==> config.mk <==
export PLATFORM = sky130hd
export DESIGN_NAME = pred_alu
export DESIGN_NICKNAME = d
export VERILOG_FILES = /design/src/rtl/pred_alu_pkg.sv /design/src/rtl/pred_cond_eval.sv /design/src/rtl/pred_alu_core.sv /design/src/rtl/pred_alu.sv
export SDC_FILE = /design/constraint.sdc
export NUM_CORES = 1
export LEC_CHECK = 0
export ABC_AREA = 1
export BUFFER_PORTS_ARGS = -buffer_cell sky130_fd_sc_hd__buf_2
export CAP_MARGIN = 20
export CORE_ASPECT_RATIO = 1.2
export CORE_MARGIN = 2
export CORE_UTILIZATION = 57
export CTS_CLUSTER_DIAMETER = 100
export CTS_CLUSTER_SIZE = 8
export DETAILED_ROUTE_END_ITERATION = 10
export GPL_TIMING_DRIVEN = 0
export HOLD_SLACK_MARGIN = 0.06
export PLACE_DENSITY = 0.79
export SLEW_MARGIN = 25
export SYNTH_ARGS = -nofsm -noshare
export SYNTH_HDL_FRONTEND = slang
export SYNTH_HIERARCHICAL = 1
export SYNTH_SLANG_ARGS = --single-unit
==> constraint.sdc <==
create_clock -name clk_i -period 12.4 [get_ports clk_i]
set_input_delay 2.48 -clock clk_i [delete_from_list [all_inputs] [get_ports clk_i]]
set_output_delay 2.48 -clock clk_i [all_outputs]
set_load 0.02 [all_outputs]
==> src/rtl/pred_alu_pkg.sv <==
package pred_alu_pkg;

    typedef struct packed {
        logic n;
        logic z;
        logic c;
        logic v;
    } flags_t;

    localparam logic [3:0] OP_AND = 4'd0;
    localparam logic [3:0] OP_XOR = 4'd1;
    localparam logic [3:0] OP_SUB = 4'd2;
    localparam logic [3:0] OP_RSB = 4'd3;
    localparam logic [3:0] OP_ADD = 4'd4;
    localparam logic [3:0] OP_ORR = 4'd5;
    localparam logic [3:0] OP_MOV = 4'd6;
    localparam logic [3:0] OP_CLR = 4'd7;
    localparam logic [3:0] OP_NOT = 4'd8;
    localparam logic [3:0] OP_TAND = 4'd9;
    localparam logic [3:0] OP_TXOR = 4'd10;
    localparam logic [3:0] OP_CSUB = 4'd11;
    localparam logic [3:0] OP_CADD = 4'd12;

    localparam logic [3:0] CC_ZS = 4'd0;
    localparam logic [3:0] CC_ZC = 4'd1;
    localparam logic [3:0] CC_CS = 4'd2;
    localparam logic [3:0] CC_CC = 4'd3;
    localparam logic [3:0] CC_NS = 4'd4;
    localparam logic [3:0] CC_NC = 4'd5;
    localparam logic [3:0] CC_VS = 4'd6;
    localparam logic [3:0] CC_VC = 4'd7;
    localparam logic [3:0] CC_UGT = 4'd8;
    localparam logic [3:0] CC_ULE = 4'd9;
    localparam logic [3:0] CC_SGE = 4'd10;
    localparam logic [3:0] CC_SLT = 4'd11;
    localparam logic [3:0] CC_SGT = 4'd12;
    localparam logic [3:0] CC_SLE = 4'd13;
    localparam logic [3:0] CC_ANY = 4'd14;
    localparam logic [3:0] CC_NONE = 4'd15;

endpackage

==> src/rtl/pred_cond_eval.sv <==
module pred_cond_eval
    import pred_alu_pkg::*;
(
    input  logic [3:0] cond_i,
    input  flags_t     flags_i,
    output logic       pass_o
);
    logic sgn_ge;

    always_comb begin
        sgn_ge = (flags_i.n == flags_i.v);
        unique case (cond_i)
            CC_ZS:   pass_o = flags_i.z;
            CC_ZC:   pass_o = !flags_i.z;
            CC_CS:   pass_o = flags_i.c;
            CC_CC:   pass_o = !flags_i.c;
            CC_NS:   pass_o = flags_i.n;
            CC_NC:   pass_o = !flags_i.n;
            CC_VS:   pass_o = flags_i.v;
            CC_VC:   pass_o = !flags_i.v;
            CC_UGT:  pass_o = flags_i.c && !flags_i.z;
            CC_ULE:  pass_o = !flags_i.c || flags_i.z;
            CC_SGE:  pass_o = sgn_ge;
            CC_SLT:  pass_o = !sgn_ge;
            CC_SGT:  pass_o = sgn_ge && !flags_i.z;
            CC_SLE:  pass_o = !sgn_ge || flags_i.z;
            CC_ANY:  pass_o = 1'b1;
            default: pass_o = 1'b0;
        endcase
    end
endmodule

==> src/rtl/pred_alu_core.sv <==
module pred_alu_core
    import pred_alu_pkg::*;
#(
    parameter int W = 32
) (
    input  logic [3:0]   op_i,
    input  logic [W-1:0] a_i,
    input  logic [W-1:0] b_i,
    input  flags_t       flags_i,
    output logic [W-1:0] res_o,
    output flags_t       flags_o,
    output logic         writes_o,
    output logic         forces_o,
    output logic         legal_o
);
    localparam int MSB = W - 1;

    logic [W-1:0] add_x;
    logic [W-1:0] add_y;
    logic         add_cin;
    logic [W:0]   add_sum;
    logic         arith;
    logic         ovf;

    always_comb begin
        add_x    = a_i;
        add_y    = ~b_i;
        add_cin  = 1'b1;
        arith    = 1'b0;
        res_o    = '0;
        writes_o = 1'b1;
        forces_o = 1'b0;
        legal_o  = 1'b1;
        unique case (op_i)
            OP_SUB, OP_CSUB: begin
                arith = 1'b1;
            end
            OP_RSB: begin
                add_x = b_i;
                add_y = ~a_i;
                arith = 1'b1;
            end
            OP_ADD, OP_CADD: begin
                add_y   = b_i;
                add_cin = 1'b0;
                arith   = 1'b1;
            end
            default: ;
        endcase
        add_sum = {1'b0, add_x} + {1'b0, add_y} + {{W{1'b0}}, add_cin};
        ovf     = (add_x[MSB] == add_y[MSB]) && (add_sum[MSB] != add_x[MSB]);
        unique case (op_i)
            OP_AND, OP_TAND: res_o = a_i & b_i;
            OP_XOR, OP_TXOR: res_o = a_i ^ b_i;
            OP_ORR:          res_o = a_i | b_i;
            OP_MOV:          res_o = b_i;
            OP_CLR:          res_o = a_i & ~b_i;
            OP_NOT:          res_o = ~b_i;
            OP_SUB, OP_RSB, OP_ADD, OP_CSUB, OP_CADD: res_o = add_sum[W-1:0];
            default: begin
                legal_o  = 1'b0;
                writes_o = 1'b0;
            end
        endcase
        if (op_i inside {OP_TAND, OP_TXOR, OP_CSUB, OP_CADD}) begin
            writes_o = 1'b0;
            forces_o = 1'b1;
        end
        flags_o.n = res_o[MSB];
        flags_o.z = (res_o == '0);
        flags_o.c = arith ? add_sum[W] : flags_i.c;
        flags_o.v = arith ? ovf : flags_i.v;
    end
endmodule

==> src/rtl/pred_alu.sv <==
module pred_alu
    import pred_alu_pkg::*;
#(
    parameter int W = 32
) (
    input  logic         clk_i,
    input  logic         rst_i,
    input  logic         vld_i,
    input  logic [3:0]   op_i,
    input  logic [3:0]   cond_i,
    input  logic         setf_i,
    input  logic [W-1:0] opa_i,
    input  logic [W-1:0] opb_i,
    output logic [W-1:0] res_o,
    output logic         wen_o,
    output logic [3:0]   flags_o
);
    typedef struct packed {
        flags_t       flags;
        logic [W-1:0] res;
        logic         wen;
    } stage_t;

    stage_t st_d;
    stage_t st_q;

    logic         pass;
    logic [W-1:0] alu_res;
    flags_t       alu_flags;
    logic         alu_writes;
    logic         alu_forces;
    logic         alu_legal;

    pred_cond_eval u_cond (
        .cond_i  (cond_i),
        .flags_i (st_q.flags),
        .pass_o  (pass)
    );

    pred_alu_core #(.W(W)) u_core (
        .op_i     (op_i),
        .a_i      (opa_i),
        .b_i      (opb_i),
        .flags_i  (st_q.flags),
        .res_o    (alu_res),
        .flags_o  (alu_flags),
        .writes_o (alu_writes),
        .forces_o (alu_forces),
        .legal_o  (alu_legal)
    );

    always_comb begin
        st_d     = st_q;
        st_d.wen = 1'b0;
        if (vld_i && pass && alu_legal) begin
            if (alu_writes) begin
                st_d.wen = 1'b1;
                st_d.res = alu_res;
            end
            if (alu_forces || setf_i) begin
                st_d.flags = alu_flags;
            end
        end
    end

    always_ff @(posedge clk_i) begin
        if (rst_i) begin
            st_q <= '0;
        end else begin
            st_q <= st_d;
        end
    end

    assign res_o   = st_q.res;
    assign wen_o   = st_q.wen;
    assign flags_o = st_q.flags;
endmodule

==> results of run 1 <==
-- cell usage in the layout, fill, tap and decap left out, types with 3 or more instances in the layout --
cell type  count
nand2_1      476
inv_1        231
nor2_1       143
buf_2        128
nand3_1      108
o21ai_0       86
a21oi_1       71
ha_1          63
dfxtp_1       37
o221ai_1      32
nor2_2        22
nand4_1       17
clkbuf_1      16
o211ai_1      12
o2111ai_1     12
inv_2         10
or2_2         10
nor3_1         9
buf_1          7
buf_6          5
clkbuf_16      5
and2_1         5
o22ai_1        5
o21ai_1        5
nor2_4         3
clkinv_1       3
nand3b_1       3
buf_4          3
-- synthesized netlist by cell type, drive strengths merged --
library cell  count
o22ai             5
a221oi            1
a21oi            71
o21bai            2
nor2            169
ha               63
nand3b            3
o2111ai          13
inv             241
nand4            17
or2              10
o211ai           12
fa                2
and2              5
a22oi             2
nor3             10
nand2           478
buf              34
dfxtp            37
and3              1
o221ai           32
clkbuf           16
clkinv            3
o21ai            92
xor2              2
a211oi            1
nand3           110
-- layer usage --
layer  GRT usage  vias up
li1            -     4831
met4       0.195        0
met3      0.0435      109
met2       0.628      553
met1       0.487     4190
met5           0        -
-- cell families after synthesis --
kind of cell / share of synthesized area
compound gates: 0.184
xor+xnor: 0.00232
fa+ha+maj: 0.110
buf+inv: 0.160
flops: 0.0979
simple gates: 0.446
-- state kept, by name (all words and copies together), names as in the netlist --
signal   count
res_o       32
flags_o      4
wen_o        1
-- final timing paths --
| path | start | endpoint | slack, ns |
|---|---|---|---|
| setup / recovery | op_i[0] | flags_o[2] | 5.16 |
| hold / removal | res_o[9] | res_o[9] | 0.48 |
| setup reg to reg | flags_o[0] | res_o[2] | 10.49 |
| hold reg to reg | res_o[9] | res_o[9] | 0.48 |
-- worst max-delay path, stage by stage --
cell and delay (ns):
buf_2 0.14, nor2_1 0.25, inv_2 0.11, nor2_2 0.31
inv_2 0.12, nand2_1 0.19, buf_1 0.51, o221ai_1 0.24
fa_1 0.59, fa_1 0.52, nand3_1 0.11, nand3_1 0.20
nand2_1 0.12, nand2_1 0.16, nand2_1 0.10, nand2_1 0.09
or2_2 0.28, nand3_1 0.08, nand2_1 0.13, nor2_1 0.11
nand2_1 0.06, nor2_1 0.11, nand2_1 0.11, nor2_1 0.10
inv_1 0.05, nand3_1 0.07, nand2_1 0.05, nor2_1 0.08
-- where the power goes --
part	switching [W]	leakage, nW	internal (W)	total, W
sequential	0.00000533	0.302	0.000127	0.000133
clock	0.0000517	0.0800	0.0000951	0.000147
combinational	0.000264	4.35	0.000130	0.000394
total	0.000321	4.73	0.000352	0.000673
-- layout make-up --
cell class | instances | area, um2 | share of cell area
Multi-Input combinational cell | 1101 | 5610 | 0.660
Timing Repair Buffer | 112 | 561 | 0.0659
Clock buffer | 5 | 125 | 0.0147
Inverter | 244 | 916 | 0.108
Sequential cell | 37 | 741 | 0.0871
Clock inverter | 3 | 46.3 | 0.00544
Tap cell | 168 | 210 | 0.0247
Buffer | 50 | 295 | 0.0347
-- through the flow --
stage | utilization | worst slack, ns | instances | hold WS [ns] | area [um2]
2_1_floorplan | - | 6.37 | 1432 | 0.558 | 7560
3_3_place_gp | 0.638 | 5.08 | 1712 | 0.459 | 8330
3_5_place_dp | 0.638 | 5.03 | 1712 | 0.467 | 8330
4_1_cts | 0.651 | 5.31 | 1720 | 0.481 | 8510
5_1_grt | 0.651 | 4.86 | 1720 | 0.497 | 8510
6_report | 0.651 | 5.16 | 1720 | 0.477 | 8510
==> out/summary.txt, run 1 <==
Top Layer Used = met4
Status = complete, no violations
Resize count post-CTS = 0
Worst Clk Skew = 0.00264 ns
Core area = 13100 um2
Largest net degree at the start of global routing = 14
First-pass DRT Iterations = 8
Maximum VDD drop = 0.169 mV
Synthesized instance count = 1432
Nets = 1692
Post-CTS Setup Inserts = 0
Worst-path clk slew = 0.06 ns
CP endpoint kind = flop
Num CTS Buffers = 5
Met1 WL = 10900 um
Max clock buf depth = 2
Tot GR Track Use = 0.381
Tot Pwr = 0.000673 W
Residual DRC = 0
Area grow syn2layout = 12.5%
CTS Root Cell = clkbuf_16
Routed Antenna Nets = 0
Drt via density = 5.63
Die area = 14200 um2
Layout cell share with drive strength beyond 1 = 0.130
Synth area leader = nand2_1
FMAX = 138 MHz
Drt wl/cell = 16.0 um
Crit Path Category = in -> reg
Synthesized Nets = 1573
Minimum clock period = 7.24 ns
CTS tree = built
Synth warn = 6
Max-slew violation count = 0
Initial antenna violation count = 0
Met2 routed WL = 12400 um
Max cap viols = 0
Layout fillers = 1365
GP Congestion = 1.05
Lkg Pwr = 4.73 nW
Yosys top cell area share = 0.236
Die height = 130 um
1st-iter DRT viols = 1208
Hold Path Class = reg -> reg
Reg2Reg Depth = 14
WL final = 27500 um
Hold_buf cts = 0
DP HPWL = 22300 um
Sequential area share after synthesis = 0.0979
Ports = 113
# clock sinks = 37
Unique masters post-synth = 42
First-pass GRT wire length = 42000 um
Slew headroom = 0.554
Worst Max-Slew Pin Slew = 0.669 ns
Worst hold path stage count = 2
Core Rows = 46
#FFs+latches synth = 37
Post-Synthesis Mean Instance Area = 5.28 um2
P per Cell Area = 79.2 nW/um2
# setup viols final = 0
ANT cells = 0
Die Wd = 109 um
Initial Util = 0.579
Clk_lat worst skew = 0.28 ns
Setup crit start kind = input pin
Arr. time, crit path = 7.46 ns
Final hold violation count = 0
Worst Path Max Fanout = 10
RSZ-0062 raised after global routing = no
Metal3 WL = 2820 um
Fin crit share = 0.584
H-Tree Depth = 2
Area contributors post-synth = nand2_1 (24%), inv_1 (11%), ha_1 (10%)
Via count of the first global-routing pass = 8441
Remaining Overflow, GRT = 0
Number of port buffers = 112
Mapped Area = 7560 um2
Total number of vias = 9683
Setup TNS = 0 ns
Worst EP required = 12.62 ns
No activity file was read; power rests on OpenSTA's default activity.
==> run 2, diff against run 1 <==
--- a/config.mk
+++ b/config.mk
@@ -5,7 +5,7 @@
 export SDC_FILE = /design/constraint.sdc
 export NUM_CORES = 1
 export LEC_CHECK = 0
-export ABC_AREA = 1
+export ABC_AREA = 0
 export BUFFER_PORTS_ARGS = -buffer_cell sky130_fd_sc_hd__buf_2
 export CAP_MARGIN = 20
 export CORE_ASPECT_RATIO = 1.2
==> constraint.sdc (replaced) <==
create_clock -name clk_i -period 7.1 [get_ports clk_i]
set_input_delay 1.42 -clock clk_i [delete_from_list [all_inputs] [get_ports clk_i]]
set_output_delay 1.42 -clock clk_i [all_outputs]
set_load 0.02 [all_outputs]
==> out/summary.txt, run 2 <==
1st-iter DRT viols = 1129
Synthesized Nets = 1305
CTS Root Cell = clkbuf_16
Min-delay src = res_o[9]
Number of port buffers = 86
Max clock buf depth = 2
Mapped Area = 7780 um2
Arr. time, crit path = 7.01 ns
WL final = 29300 um
Slew headroom = 0.334
Layout cell share with drive strength beyond 1 = 0.136
Reg2Reg Depth = 8
Worst hold path stage count = 2
Die area = 14600 um2
Die Wd = 111 um
Drt via density = 6.60
Status = complete, no violations
P per Cell Area = 137 nW/um2
CTS tree = built
Initial antenna violation count = 0
Core Rows = 46
Most frequent cells in the layout = nand2_1 (151), buf_2 (106), o21ai_0 (96)
Worst Max-Slew Pin Slew = 0.997 ns
Main synth FF type = dfxtp_1
Post-synthesis async set-or-reset flop share = 0
Drt wl/cell = 20.6 um
Synth area leader = ha_1
Area contributors post-synth = ha_1 (10%), dfxtp_1 (9.5%), nand2_1 (7.3%)
Largest net degree at the start of global routing = 13
Max cap viols = 0
Multi-input logic area = 6170 um2
GP Congestion = 1.04
#FFs+latches synth = 37
Reg area = 741 um2
Pre-CTS WS = -0.720 ns
H-Tree Depth = 2
# setup viols final = 0
RSZ-0062 raised after global routing = no
Commonest non-fill, non-tap cell in the layout = nand2_1
Remaining Overflow, GRT = 0
Final hold violation count = 0
Ports = 113
Die height = 132 um
Cell Count, Final, Fillers Out = 1424
Post-Synthesis Mean Instance Area = 6.68 um2
Yosys top cell area share = 0.101
Lkg Pwr = 3.63 nW
CP endpoint kind = flop
Maximum VDD drop = 0.162 mV
Synth warn = 6
Setup WS post-layout = 0.299 ns
Synthesized instance count = 1164
Residual DRC = 0
Worst hold endpoint = res_o[9]
Unique masters post-synth = 91
Worst-path clk slew = 0.06 ns
Sequential area share after synthesis = 0.0952
FF-to-FF Start = flags_o[0]
Nets = 1396
Max-slew violation count = 0
Setup crit start kind = input pin
Synth cell count leaders = nand2_1 (151), o21ai_0 (96), a21oi_1 (92)
Number of synthesized flops with an enable pin = 0
Flop2flop setup slack = 4.98 ns
Minimum clock period = 6.80 ns
Crit Path Category = in -> reg
ANT cells = 0
Core area = 13300 um2
First-pass GRT wire length = 45300 um
Routed Antenna Nets = 0
Worst Clk Skew = 0.00840 ns
Total number of vias = 9398
Layout Utilization = 0.647
Area grow syn2layout = 10.5%
Layout fillers = 1230
DP HPWL = 22400 um
First-pass DRT Iterations = 9
Worst R2R End = res_o[16]
Hold Path Class = reg -> reg
Worst Path Max Fanout = 28
Initial Util = 0.585
Worst EP required = 7.31 ns
Post-CTS Setup Inserts = 0
Num CTS Buffers = 5
# clock sinks = 37
Via count of the first global-routing pass = 8499
Flip-flop count of the largest register after layout = 32
Placed Cells = 1418
Most common cell in the netlist = nand2_1
Clk_lat worst skew = 0.28 ns
FMAX = 147 MHz
Fin crit share = 0.958
Tot GR Track Use = 0.380
==> run 2: changes by cell type after synthesis, sizes merged, moves of 23 or more <==
cell    change
nand2b     +85
nand3      -90
a21oi      +23
mux2i      +41
clkbuf     +46
nor2       -78
nand2     -327
inv       -167
==> run 2: area by class of cell <==
cell class              count  area share
inverters                  74      0.0323
clock inverters             2     0.00451
repair buffers             86      0.0500
well taps                 168      0.0244
plain buffers             109      0.0708
multi-input cells         942       0.717
flip-flops and latches     37      0.0861
clock buffers               6      0.0150
==> run 2: timing repair <==
item / CTS / global route
endpoints found under the hold margin: 0 / 0
gates resized for setup: 5 / 3
endpoints found under the setup margin: 1 / 1
gates cloned: 0 / 0
pin swaps: 0 / 1
hold buffers: 0 / 0
==> run 2: logic make-up (layout without fill, tap and decap cells) <==
family	after synthesis	count (layout)	share of synthesized area
simple gates	445	445	0.288
compound gates	375	375	0.323
buf+inv	185	277	0.114
fa+ha+maj	65	65	0.106
mux	43	43	0.0561
flops	37	37	0.0952
xor+xnor	14	14	0.0167
==> run 2: how the worst max path moves through the flow <==
stage	depth (start not counted)	endpoint	start
floorplan	24	flags_o[2]	op_i[0]
detailed placement	25	flags_o[2]	op_i[0]
global route	24	flags_o[2]	op_i[0]
global placement	25	flags_o[2]	op_i[0]
CTS	25	flags_o[2]	op_i[0]
finish	24	flags_o[2]	op_i[0]
==> run 2: critical path, stage by stage <==
cell	delay [ns]
buf_2	0.10
buf_4	0.18
buf_6	0.16
buf_6	0.27
clkbuf_4	0.29
nand2_1	0.21
clkbuf_2	0.27
clkbuf_2	0.29
nand2_1	0.11
o21ai_0	0.11
fa_1	0.48
fa_1	0.49
a21o_1	0.26
a221oi_4	0.43
nor3_1	0.08
a31oi_1	0.16
o221ai_1	0.23
nor4_2	0.35
nand4bb_1	0.12
and4bb_1	0.34
nand4_1	0.14
nor4b_2	0.24
nand2b_1	0.09
mux2i_1	0.12
==> run 2: metrics by stage <==
stage	power, W	area, um2	hold WS, ns	TNS, ns
after floorplan	0.000705	7780	0.546	0
after global placement	0.000891	8420	0.457	-0.720
after detailed placement	0.000898	8430	0.465	-0.924
after CTS	0.00115	8610	0.479	0
after global routing	0.00124	8600	0.498	0
final	0.00117	8600	0.479	0
==> run 2: per-layer routing <==
metal / global-route usage / routed length, um / up-vias
li1: - / - / 4393
met1: 0.474 / 10900 / 4209
met2: 0.621 / 13200 / 644
met3: 0.0662 / 3460 / 152
met4: 0.208 / 1770 / 0
met5: 0 / 0 / -
==> run 2: power by group <==
part | total [W] | internal, W | switching [W]
Combinational | 0.000700 | 0.000256 | 0.000444
Clock | 0.000250 | 0.000166 | 0.0000839
Sequential | 0.000225 | 0.000218 | 0.00000631
==> run 3, diff against run 2 <==
--- a/config.mk
+++ b/config.mk
@@ -10,13 +10,14 @@
 export CAP_MARGIN = 20
 export CORE_ASPECT_RATIO = 1.2
 export CORE_MARGIN = 2
-export CORE_UTILIZATION = 57
+export CORE_UTILIZATION = 60
 export CTS_CLUSTER_DIAMETER = 100
 export CTS_CLUSTER_SIZE = 8
 export DETAILED_ROUTE_END_ITERATION = 10
 export GPL_TIMING_DRIVEN = 0
 export HOLD_SLACK_MARGIN = 0.06
-export PLACE_DENSITY = 0.79
+export PLACE_DENSITY = 0.82
+export RECOVER_POWER = 100
 export SLEW_MARGIN = 25
 export SYNTH_ARGS = -nofsm -noshare
 export SYNTH_HDL_FRONTEND = slang
==> out/summary.txt, run 3 (same netlist as run 2, synthesis figures left out) <==
Crit path largest cell delay = 0.47 ns
Pre-CTS WS = -0.756 ns
Maximum VDD drop = 0.156 mV
Number of port buffers = 86
Flip-flop count of the largest register after layout = 32
First-pass GRT wire length = 45600 um
RSZ-0062 raised after global routing = no
Most frequent cells in the layout = nand2_1 (151), o21ai_0 (97), clkbuf_1 (96)
Die Wd = 108 um
Die area = 13900 um2
H-Tree Depth = 2
Arr. time, crit path = 7.01 ns
Layout Utilization = 0.674
Worst Clk Skew = 0.00659 ns
Core area = 12700 um2
Worst-path clk slew = 0.06 ns
Worst EP required = 7.31 ns
Residual DRC = 0
P per Cell Area = 138 nW/um2
Ports = 113
Routed Antenna Nets = 0
Remaining Overflow, GRT = 0
Total number of vias = 9515
Tot GR Track Use = 0.416
Setup WS post-layout = 0.297 ns
Clk_lat worst skew = 0.28 ns
Max-slew violation count = 0
Buf/Inv on CP = 6
Kind of cell adding the most delay to the critical path = compound AO/OA/AOI/OAI gates
1st-iter DRT viols = 1072
Minimum clock period = 6.80 ns
Crit Path Category = in -> reg
Final hold violation count = 0
Area grow syn2layout = 9.70%
Multi-input logic area = 6140 um2
Core Rows = 45
Layout cell share with drive strength beyond 1 = 0.103
Max cap viols = 0
Worst Max-Slew Pin Slew = 1.20 ns
Placed Cells = 1414
Setup crit start kind = input pin
GP Congestion = 1.05
CTS tree = built
Drt wl/cell = 20.6 um
Cell Count, Final, Fillers Out = 1421
Via count of the first global-routing pass = 8698
Setup TNS = 0 ns
Drt via density = 6.70
Commonest non-fill, non-tap cell in the layout = nand2_1
Largest net degree at the start of global routing = 14
Lkg Pwr = 3.47 nW
Status = complete, no violations
Layout fillers = 1224
# setup viols final = 0
CTS Root Cell = clkbuf_16
First-pass DRT Iterations = 10
Initial Util = 0.614
# clock sinks = 37
WL final = 29300 um
Fin crit share = 0.958
CP Cell Sequence = buf_2 -> buf_4 -> buf_6 -> buf_6 -> buf_4 -> nand2_1 -> nand2_1 -> clkbuf_1 -> o221ai_1 -> ha_1 -> a21o_1 -> a31oi_2 -> a211oi_1 -> o31a_1 -> o21ai_4 -> o21ba_1 -> o2111ai_1 -> and4bb_1 -> nand4_1 -> nor4b_2 -> nand2b_1 -> mux2i_1
Max clock buf depth = 2
Initial antenna violation count = 1
CP endpoint kind = flop
Die height = 129 um
FMAX = 147 MHz
Num CTS Buffers = 5
Slew headroom = 0.198
Hold Path Class = reg -> reg
Reg area = 741 um2
Hold_buf cts = 0
Nets = 1396
Worst Path Max Fanout = 28
DP HPWL = 22100 um
Crit-path slowest cell = clkbuf_1
run 3: changes by cell type in the layout (fill, tap and decap cells not counted), sizes merged:
| cell | delta |
|---|---|
| buf | -36 |
| clkbuf | +35 |
| clkinvlp | +1 |
| diode | +1 |
run 3: path summary, 6_finish.rpt:
kind | start | endpoint | slack [ns] | depth (start not counted)
worst max-delay path | op_i[0] | flags_o[2] | 0.30 | 22
worst min-delay path | res_o[9] | res_o[9] | 0.48 | 2
worst min register to register | res_o[9] | res_o[9] | 0.48 | 2
worst max register to register | flags_o[0] | res_o[22] | 4.98 | 8
run 3: worst min-delay path, stage by stage (launching register included):
cell	delay, ns
dfxtp_1	0.31
nand2b_1	0.06
mux2i_1	0.06
run 3: power by group:
group	switching, W	total (W)	internal, W
registers	0.00000714	0.000225	0.000218
logic	0.000440	0.000691	0.000251
clock network	0.0000922	0.000258	0.000166
run 3: cell type report:
class / instances / share of cell area
clock inverters: 3 / 0.00542
flip-flops and latches: 37 / 0.0868
multi-input cells: 942 / 0.720
diodes: 1 / 0.000293
inverters: 74 / 0.0325
repair buffers: 86 / 0.0450
clock buffers: 5 / 0.0147
well taps: 164 / 0.0240
plain buffers: 109 / 0.0717
run 3: per-layer routing:
metal | part of all wire | routed length, um | vias up | global-route usage
li1 | - | - | 4389 | -
met1 | 0.36 | 10600 | 4255 | 0.496
met2 | 0.45 | 13100 | 693 | 0.674
met3 | 0.12 | 3550 | 178 | 0.0922
met4 | 0.071 | 2080 | 0 | 0.264
met5 | 0 | 0 | - | 0
run 3: through the flow:
stage	hold WS [ns]	area [um2]	total power (W)
final	0.478	8540	0.00117
after global routing	0.497	8540	0.00124
after CTS	0.478	8610	0.00116
after detailed placement	0.460	8420	0.000894
after global placement	0.455	8420	0.000890
after floorplan	0.546	7780	0.000705
run 3: timing repair:
action / in CTS / in global routing
gates cloned: 0 / 0
setup endpoints to repair: 1 / 3
resized for setup: 7 / 2
setup buffers: 0 / 0
